==> src/rtl/tec_pkg.sv <==
package tec_pkg;

    localparam int CTRL_W = 8;
    localparam int SEL_W  = 3;
    localparam int DIV_W  = (1 << SEL_W) - 1;

    typedef enum logic [1:0] {
        MODE_IDLE  = 2'b00,
        MODE_EVENT = 2'b01,
        MODE_TIMER = 2'b10,
        MODE_PULSE = 2'b11
    } tec_mode_e;

    typedef struct packed {
        tec_mode_e        mode;
        logic             rsvd;
        logic             run;
        logic             fall_sel;
        logic [SEL_W-1:0] sel;
    } tec_ctrl_t;

    typedef struct packed {
        logic act;
        logic ret;
    } tec_edge_t;

    function automatic tec_ctrl_t ctrl_from_byte(input logic [CTRL_W-1:0] b);
        tec_ctrl_t c;
        c      = tec_ctrl_t'(b);
        c.rsvd = 1'b0;
        return c;
    endfunction

endpackage

==> src/rtl/tec_prescale.sv <==
module tec_prescale #(
    parameter int SW = 3,
    parameter int DW = 7
) (
    input  logic          clk,
    input  logic          rst,
    input  logic [SW-1:0] sel,
    output logic          tick
);
    logic [DW-1:0] div_q;
    logic [DW-1:0] mask;

    always_ff @(posedge clk) begin
        if (rst) div_q <= '0;
        else     div_q <= div_q + 1'b1;
    end

    always_comb begin
        for (int i = 0; i < DW; i++) mask[i] = (i < int'(sel));
    end

    assign tick = &(div_q | ~mask);


    tick_gap_chk: assert property (@(posedge clk) disable iff (rst)
        (tick && sel != '0) |=> (!tick || sel != $past(sel)));

endmodule

==> src/rtl/tec_edge_sync.sv <==
module tec_edge_sync
    import tec_pkg::*;
(
    input  logic      clk,
    input  logic      rst,
    input  logic      din,
    input  logic      fall_sel,
    output tec_edge_t edg
);
    logic s1_q, s2_q, prev_q;
    logic rise, fall;

    always_ff @(posedge clk) begin
        if (rst) begin
            s1_q   <= 1'b0;
            s2_q   <= 1'b0;
            prev_q <= 1'b0;
        end else begin
            s1_q   <= din;
            s2_q   <= s1_q;
            prev_q <= s2_q;
        end
    end

    assign rise    = s2_q & ~prev_q;
    assign fall    = ~s2_q & prev_q;
    assign edg.act = fall_sel ? fall : rise;
    assign edg.ret = fall_sel ? rise : fall;


    edge_gap_chk: assert property (@(posedge clk) disable iff (rst)
        (edg.act && $stable(fall_sel)) |=> !edg.act);

endmodule

==> src/rtl/tec_core.sv <==
module tec_core
    import tec_pkg::*;
#(
    parameter int W = 8
) (
    input  logic      clk,
    input  logic      rst,
    input  tec_mode_e mode,
    input  logic      run,
    input  logic      tick,
    input  tec_edge_t edg,
    input  logic      hold,
    input  logic      load_we,
    input  logic [W-1:0] load_data,
    output logic [W-1:0] cnt,
    output logic      ovf,
    output logic      pw_done
);
    logic [W-1:0] preload_q;
    logic         pw_active_q;
    logic         start, in_pulse, step;

    assign start    = (mode == MODE_PULSE) && run && !pw_active_q && edg.act;
    assign in_pulse = (pw_active_q || start) && !edg.ret;
    assign pw_done  = (mode == MODE_PULSE) && run && pw_active_q && edg.ret;

    always_comb begin
        step = 1'b0;
        if (run && !hold) begin
            unique case (mode)
                MODE_EVENT: step = edg.act;
                MODE_TIMER: step = tick;
                MODE_PULSE: step = in_pulse && tick;
                default:    step = 1'b0;
            endcase
        end
    end

    always_ff @(posedge clk) begin
        if (rst) begin
            cnt         <= '0;
            preload_q   <= '0;
            ovf         <= 1'b0;
            pw_active_q <= 1'b0;
        end else begin
            ovf <= 1'b0;
            if (load_we) preload_q <= load_data;
            if (load_we && !run) begin
                cnt <= load_data;
            end else if (step) begin
                if (cnt == '1) begin
                    cnt <= preload_q;
                    ovf <= 1'b1;
                end else begin
                    cnt <= cnt + 1'b1;
                end
            end
            if (!run || mode != MODE_PULSE || pw_done) pw_active_q <= 1'b0;
            else if (start)                           pw_active_q <= 1'b1;
        end
    end


    freeze_chk: assert property (@(posedge clk) disable iff (rst)
        (hold && !load_we) |=> $stable(cnt));

    load_stop_chk: assert property (@(posedge clk) disable iff (rst)
        (load_we && !run) |=> cnt == $past(load_data));

    load_run_chk: assert property (@(posedge clk) disable iff (rst)
        (load_we && run) |=> (ovf || cnt == $past(cnt) || cnt == $past(cnt) + 1'b1));

    reload_chk: assert property (@(posedge clk) disable iff (rst)
        ovf |-> cnt == $past(preload_q));

    idle_chk: assert property (@(posedge clk) disable iff (rst)
        (mode == MODE_IDLE && !load_we) |=> $stable(cnt));

    stopped_hold_chk: assert property (@(posedge clk) disable iff (rst)
        (!run && !load_we) |=> $stable(cnt));

endmodule

==> src/rtl/evt_timer_top.sv <==
module evt_timer_top
    import tec_pkg::*;
#(
    parameter int CNT_W = 8
) (
    input  logic             clk,
    input  logic             rst,
    input  logic             ctrl_we,
    input  logic [7:0]       ctrl_wdata,
    output logic [7:0]       ctrl_rdata,
    input  logic             cnt_we,
    input  logic [CNT_W-1:0] cnt_wdata,
    input  logic             cnt_re,
    output logic [CNT_W-1:0] cnt_rdata,
    input  logic             irq_en,
    input  logic             evt_in,
    output logic             irq,
    output logic             wake
);
    tec_ctrl_t ctrl_q;
    tec_edge_t edg;
    logic      tick, ovf, pw_done;

    always_ff @(posedge clk) begin
        if (rst)          ctrl_q     <= '0;
        else if (ctrl_we) ctrl_q     <= ctrl_from_byte(ctrl_wdata);
        else if (pw_done) ctrl_q.run <= 1'b0;
    end

    tec_prescale #(.SW(SEL_W), .DW(DIV_W)) u_psc (
        .clk(clk), .rst(rst), .sel(ctrl_q.sel), .tick(tick)
    );

    tec_edge_sync u_sync (
        .clk(clk), .rst(rst), .din(evt_in), .fall_sel(ctrl_q.fall_sel), .edg(edg)
    );

    tec_core #(.W(CNT_W)) u_core (
        .clk(clk), .rst(rst), .mode(ctrl_q.mode), .run(ctrl_q.run),
        .tick(tick), .edg(edg), .hold(cnt_re),
        .load_we(cnt_we), .load_data(cnt_wdata),
        .cnt(cnt_rdata), .ovf(ovf), .pw_done(pw_done)
    );

    assign ctrl_rdata = ctrl_q;
    assign wake       = ovf;
    assign irq        = ovf & irq_en;


    run_keep_chk: assert property (@(posedge clk) disable iff (rst)
        (ctrl_q.run && !ctrl_we && ctrl_q.mode != MODE_PULSE) |=> ctrl_q.run);

    rsvd_zero_chk: assert property (@(posedge clk) disable iff (rst)
        ctrl_we |=> ctrl_rdata[5] == 1'b0);

    pw_clear_chk: assert property (@(posedge clk) disable iff (rst)
        (pw_done && !ctrl_we) |=> !ctrl_q.run);

endmodule

==> config.mk <==
export PLATFORM = sky130hd
export DESIGN_NAME = evt_timer_top
export DESIGN_NICKNAME = d
export VERILOG_FILES = /design/src/rtl/tec_pkg.sv /design/src/rtl/tec_prescale.sv /design/src/rtl/tec_edge_sync.sv /design/src/rtl/tec_core.sv /design/src/rtl/evt_timer_top.sv
export SDC_FILE = /design/constraint.sdc
export NUM_CORES = 1
export LEC_CHECK = 0
export ABC_AREA = 1
export BUFFER_PORTS_ARGS = -buffer_cell sky130_fd_sc_hd__clkbuf_2
export CORE_MARGIN = 2
export CORE_UTILIZATION = 35
export CTS_CLUSTER_DIAMETER = 120
export DETAILED_ROUTE_END_ITERATION = 10
export GPL_TIMING_DRIVEN = 0
export SYNTH_ARGS = -nofsm -noshare
export SYNTH_HDL_FRONTEND = slang
export SYNTH_SLANG_ARGS = --single-unit
export TNS_END_PERCENT = 1
==> constraint.sdc <==
create_clock -name clk -period 3.93 [get_ports clk]
set_input_delay 0.786 -clock clk [delete_from_list [all_inputs] [get_ports clk]]
set_output_delay 0.786 -clock clk [all_outputs]
set_load 0.01 [all_outputs]
After elaboration in Yosys (flattened, before gate mapping) --
Index checks and enable logic that the tools add are counted.
Cells by class: magnitude comparators 7, reduce and logical (&&, ||, !) cells 21, equal/unequal tests 5, muxes and demuxes 10, add/sub/neg operators 2, bitwise logic cells 8
Operator list (number):
- $mux 8 | 3
- $logic_and 1x1->1 | 9
- $lt 3x3->1 const A | 3
- $add 8x1->8 const B | 1
- $eq 8x8->1 const B | 1
- $add 7x1->7 const B | 1
- $not 7->7 | 1
- $or 7x7->7 | 1
- $reduce_and 7->1 | 1
- $lt 1x3->1 const A | 2
- $lt 2x3->1 const A | 2
- $mux 1 | 6
- $eq 2x2->1 const B | 2
- $logic_not 1->1 | 4
- $reduce_bool 2->1 | 2
- $and 1x1->1 | 3
- $logic_or 1x1->1 | 3
- $not 1->1 | 3
- $pmux 1 s3 | 1
- $reduce_or 3->1 | 1
- $eq 2x1->1 const B | 1
- $ne 2x2->1 const B | 1
- $reduce_or 2->1 | 1
Word-level totals: register bits after elaboration 35, output and inout port bits 18, word-level logic and storage cells 65

Longest topological paths before layout --
word-level depth 11, gate-level depth with buffers 14, depth with buffers taken out 14

By module --
Synthesis repeated with hierarchy kept, for this count alone.
Second synthesis, totals: cell total of the unflattened synthesis 261, area, all modules 1749.2 µm²
By module, submodules not included:
- tec_core | area an instance 1018.5 µm², cells each 154, times used 1
- tec_prescale | area an instance 347.8 µm², cells each 53, times used 1
- evt_timer_top | area an instance 265.3 µm², cells each 37, times used 1
- tec_edge_sync | area an instance 117.6 µm², cells each 17, times used 1

Least setup slack after synthesis --
Ideal clock, no wire load.
path type input -> register, start input cnt_we, end register u_core.cnt[6], data required time 3.861 ns, stages 8, path slack 2.142 ns, data arrival time 1.719 ns, path buffers 2, cells stage by stage buf_4 > inv_4 > nor2_4 > inv_6 > buf_4 > a31oi_1 > nand2_1 > a21oi_2
On the way: word-level cells in the longest chain between the ends 2, elaborated cells between the ends (all ways) 3
Ends and longest elaborated chain:
- start: declaration | RTL line evt_timer_top.sv:11 | input logic cnt_we,
- $logic_and 1x1->1 * | RTL line tec_core.sv:48 | if (load_we && !run) begin
- $mux 8 / $reduce_bool 2->1 (equally long branches)
- end signal: assignment | RTL line tec_core.sv:49 | cnt <= load_data;
- end signal: assignment | RTL line tec_core.sv:52 | cnt <= preload_q;
- end signal: assignment | RTL line tec_core.sv:55 | cnt <= cnt + 1'b1;
- end: declaration | RTL line tec_core.sv:15 | output logic [W-1:0] cnt,
Every way passes the cells marked *; elsewhere a longest branch is shown, timed or not. A chain may end at the register's enable or synchronous reset.

Worst setup path in the final report --
start input irq_en, end output irq
On the way: word-level cells in the longest chain between the ends 1
Ends and longest elaborated chain:
- start: declaration | RTL line evt_timer_top.sv:15 | input logic irq_en,
- $and 1x1->1 | RTL line evt_timer_top.sv:47 | assign irq = ovf & irq_en;
- end: declaration | RTL line evt_timer_top.sv:17 | output logic irq,
No other way between the ends.

==> impl_metrics.yaml <==
power_and_ir_drop:
  comb_power_share_pct: 14.6
  swShare_pct: 26.9
  pwr_density_cell_nw_per_um2: 361
  p_leak_uw: 0.000932
  power_frac_clock_pct: 33.7
  p_switching_uw: 206
  ir_drop_mv: 0.183
  intPower_uw: 561
  seqPwrFrac_pct: 51.7
global_route:
  grt_usage_pct: 15.1
  grt_max_degree: 11
  grt_pass1_vias: 1537
  gr-total-overflow: 0
  grt_pass1_wl_um: 6560
  antenna_found_initial: 0
placed_design:
  dp_hpwl_um: 2940
  gp_congestion: 0.793
  dpl.cell_count: 347
  port_buffers: 37
worst_setup_path:
  crit_family: "buffers and inverters"
  cp_num_buf_inv: 3
  reg2reg_from: "u_core.cnt[0]$_SDFFE_PP0P_"
  end_kind: "primary output"
  r2r_cells: 10
  cp_max_fo: 1
  crit_path_start_kind: "input port"
  arrival_ns: 1.06
  worst_path_most_repeated_cell: "clkbuf_2"
  crit_type: "in2out"
  crit_slowest_cell: "clkbuf_2"
  ff2ff_setup_slack_ns: 2.22
  r2r_end: "u_core.cnt[0]$_SDFFE_PP0P_"
  crit_path_max_incr_delay_ns: 0.12
  critPathRequiredTime_ns: 3.14
  cp_cell_sequence: "clkbuf_2 -> nand2_1 -> inv_1 -> clkbuf_2"
clocking:
  cts_tree: "done"
  clk_path_buf_depth: 2
  clock-sinks: 35
  clockRootBuffer: "clkbuf_8"
  insertion_delay_ns: 0.28
  cts_resized: 0
  cts_max_level: 2
  postCtsHoldBufs: 0
  cts_buffers: 5
  path_clk_slew_ns: 0.07
  cts_setup_buffers: 0
timing:
  fin_setup_tns_ns: 0
  relSlewSlack_pct: 64.4
  fmax_ghz: 0.542
  hold_slack_ns: 0.403
  skew_ns: 0.00316
  period_share_pct: 46.9
  hold_viol_final: 0
  rsz0062_at_grt: "false"
  finalCriticalPeriod_ns: 1.84
  drv_slew: 0
  tightestPinTransition_ns: 0.534
  setup_viol_count_final: 0
yosys:
  synthesis.nets: 268
  syn_area_um2: 1770
  synth.avg_cell_area_um2: 7.27
  yosysSeqAreaShare_pct: 39.7
  ys_types: 34
  synth_cells: 243
  ys_warn_count: 0
  ys_seq_elements: 35
final_layout:
  instances_no_fill: 354
  synthToLayoutAreaGrowth_pct: 20.2
  nNetsFinal: 312
  antenna_cells: 0
  utilization_pct: 44.3
  layout-drive-gt1-share_pct: 25.4
  fillCellCount: 513
route:
  drt-wirelength-per-cell_um: 10.7
  drc_errors: 0
  wl_um: 3800
  drtIter0Drc: 52
  drt_pass1_iterations: 4
  num_vias: 1607
  vias_per_cell: 4.54
  ant_nets: 0
worst_hold_path:
  hold_path.class: "reg2reg"
  min_to: "u_sync.s2_q$_SDFF_PP0_"
  hold_path.startpoint: "u_sync.s1_q$_SDFF_PP0_"
  whs_path_depth: 2
die:
  die_width_um: 75.0
  io_pins: 41
  die-area_um2: 5630
  die_h_um: 75.0
  num_rows: 25
  start_util_pct: 36.9
  coreArea_um2: 4790
run:
  drv_cap: 0
run_status:
  outcome: "complete, no violations"
## stage by stage
step	cell area (um2)	total power, uW	worst slack (ns)
after floorplan	1770	477	2.14
after detailed placement	2030	517	2.00
after CTS	2120	781	2.08
after global placement	2030	515	2.02
after global routing	2120	811	2.03
final	2120	767	2.09
## worst max path at each step
stage                                    start                    endpoint  depth (start not counted)
detailed placement                      cnt_we  u_core.cnt[1]$_SDFFE_PP0P_                          8
floorplan                               cnt_we  u_core.cnt[6]$_SDFFE_PP0P_                          8
global placement                        cnt_we  u_core.cnt[6]$_SDFFE_PP0P_                          8
global route        u_core.cnt[0]$_SDFFE_PP0P_  u_core.cnt[4]$_SDFFE_PP0P_                         11
finish                                  irq_en                         irq                          4
CTS                                     irq_en                         irq                          4
## Yosys cell counts
master | n | area, um2
nor2_1 | 42 | 158
nor2_2 | 2 | 12.5
nand2_4 | 1 | 11.3
ha_1 | 2 | 25.0
o21ai_0 | 24 | 120
xnor2_1 | 1 | 8.76
buf_6 | 1 | 11.3
a21oi_2 | 8 | 70.1
o22ai_1 | 1 | 6.26
inv_2 | 1 | 3.75
o211ai_1 | 1 | 7.51
nor3_1 | 1 | 5.00
buf_4 | 5 | 37.5
inv_4 | 1 | 6.26
nand2_2 | 3 | 18.8
nor2_4 | 2 | 22.5
xor2_1 | 4 | 35.0
nand2_8 | 1 | 20.0
a21oi_1 | 14 | 70.1
nand3b_1 | 1 | 7.51
o21ai_1 | 6 | 30.0
dfxtp_1 | 35 | 701
inv_6 | 1 | 8.76
clkinv_1 | 1 | 3.75
inv_1 | 21 | 78.8
nand3_1 | 15 | 75.1
nand2_1 | 37 | 139
nand3_2 | 2 | 20.0
o21bai_1 | 1 | 7.51
conb_1 | 1 | 3.75
nand4_1 | 2 | 12.5
a31oi_1 | 1 | 6.26
clkbuf_1 | 3 | 11.3
o21bai_2 | 1 | 11.3
## worst min-delay path, stage by stage (launching register included)
cell and delay [ns]:
dfxtp_1 0.30, inv_1 0.04, nor2_1 0.03
## registers in the layout, summed over array words and instances, names as in the netlist
| register | count |
|---|---|
| u_sync.prev_q | 1 |
| u_psc.div_q | 7 |
| u_core.cnt | 8 |
| u_sync.s1_q | 1 |
| u_core.ovf | 1 |
| u_sync.s2_q | 1 |
| u_core.pw_active_q | 1 |
| ctrl_rdata | 7 |
| u_core.preload_q | 8 |
## cell families after synthesis
logic type / synth area share, %
AOI/OAI and AO/OA: 18.6
xor gates and xnor gates: 2.48
adders and majority gates: 1.42
buffers and inverters: 9.14
DFF: 39.7
other: 0.212
and+or+nand+nor: 28.4
## final cells by class
class                           instances  area, um2  area share, %
Multi-Input combinational cell        174        903           42.6
Buffer                                  9       60.1           2.83
Tap cell                               67       83.8           3.95
Clock buffer                            6       82.6           3.89
Timing Repair Buffer                   37        185           8.73
Clock inverter                          1       5.00          0.236
Sequential cell                        35        701           33.0
Inverter                               25        101           4.78
## cells in the final DEF (no fill, tap or decap), types with 2 or more instances in the layout
cell and count:
nor2_1 42, nand2_1 37, clkbuf_2 37, dfxtp_1 35
o21ai_0 24, inv_1 21, nand3_1 15, a21oi_1 14
a21oi_2 8, o21ai_1 6, clkbuf_8 6, buf_4 5
xor2_1 4, clkbuf_1 3, nand2_2 3, nor2_4 2
nand3_2 2, nor2_2 2, nand4_1 2, ha_1 2
## per-layer routing
layer,routed length [um],share of wire [%],GRT usage (%)
met1,1820,48,19.1
met2,1760,46,25.8
met3,187,4.9,3.61
met4,29,0.76,3.97
met5,0,0,0
## power by group through the flow
stage / registers [uW] / clock network [uW] / logic, uW
6_report: 396 / 259 / 112
3_3_place_gp: 404 / 0 / 111
4_1_cts: 396 / 271 / 113
3_5_place_dp: 404 / 0 / 113
5_1_grt: 399 / 281 / 130
2_1_floorplan: 403 / 0 / 73.3
(Power assumes the default switching activity.)
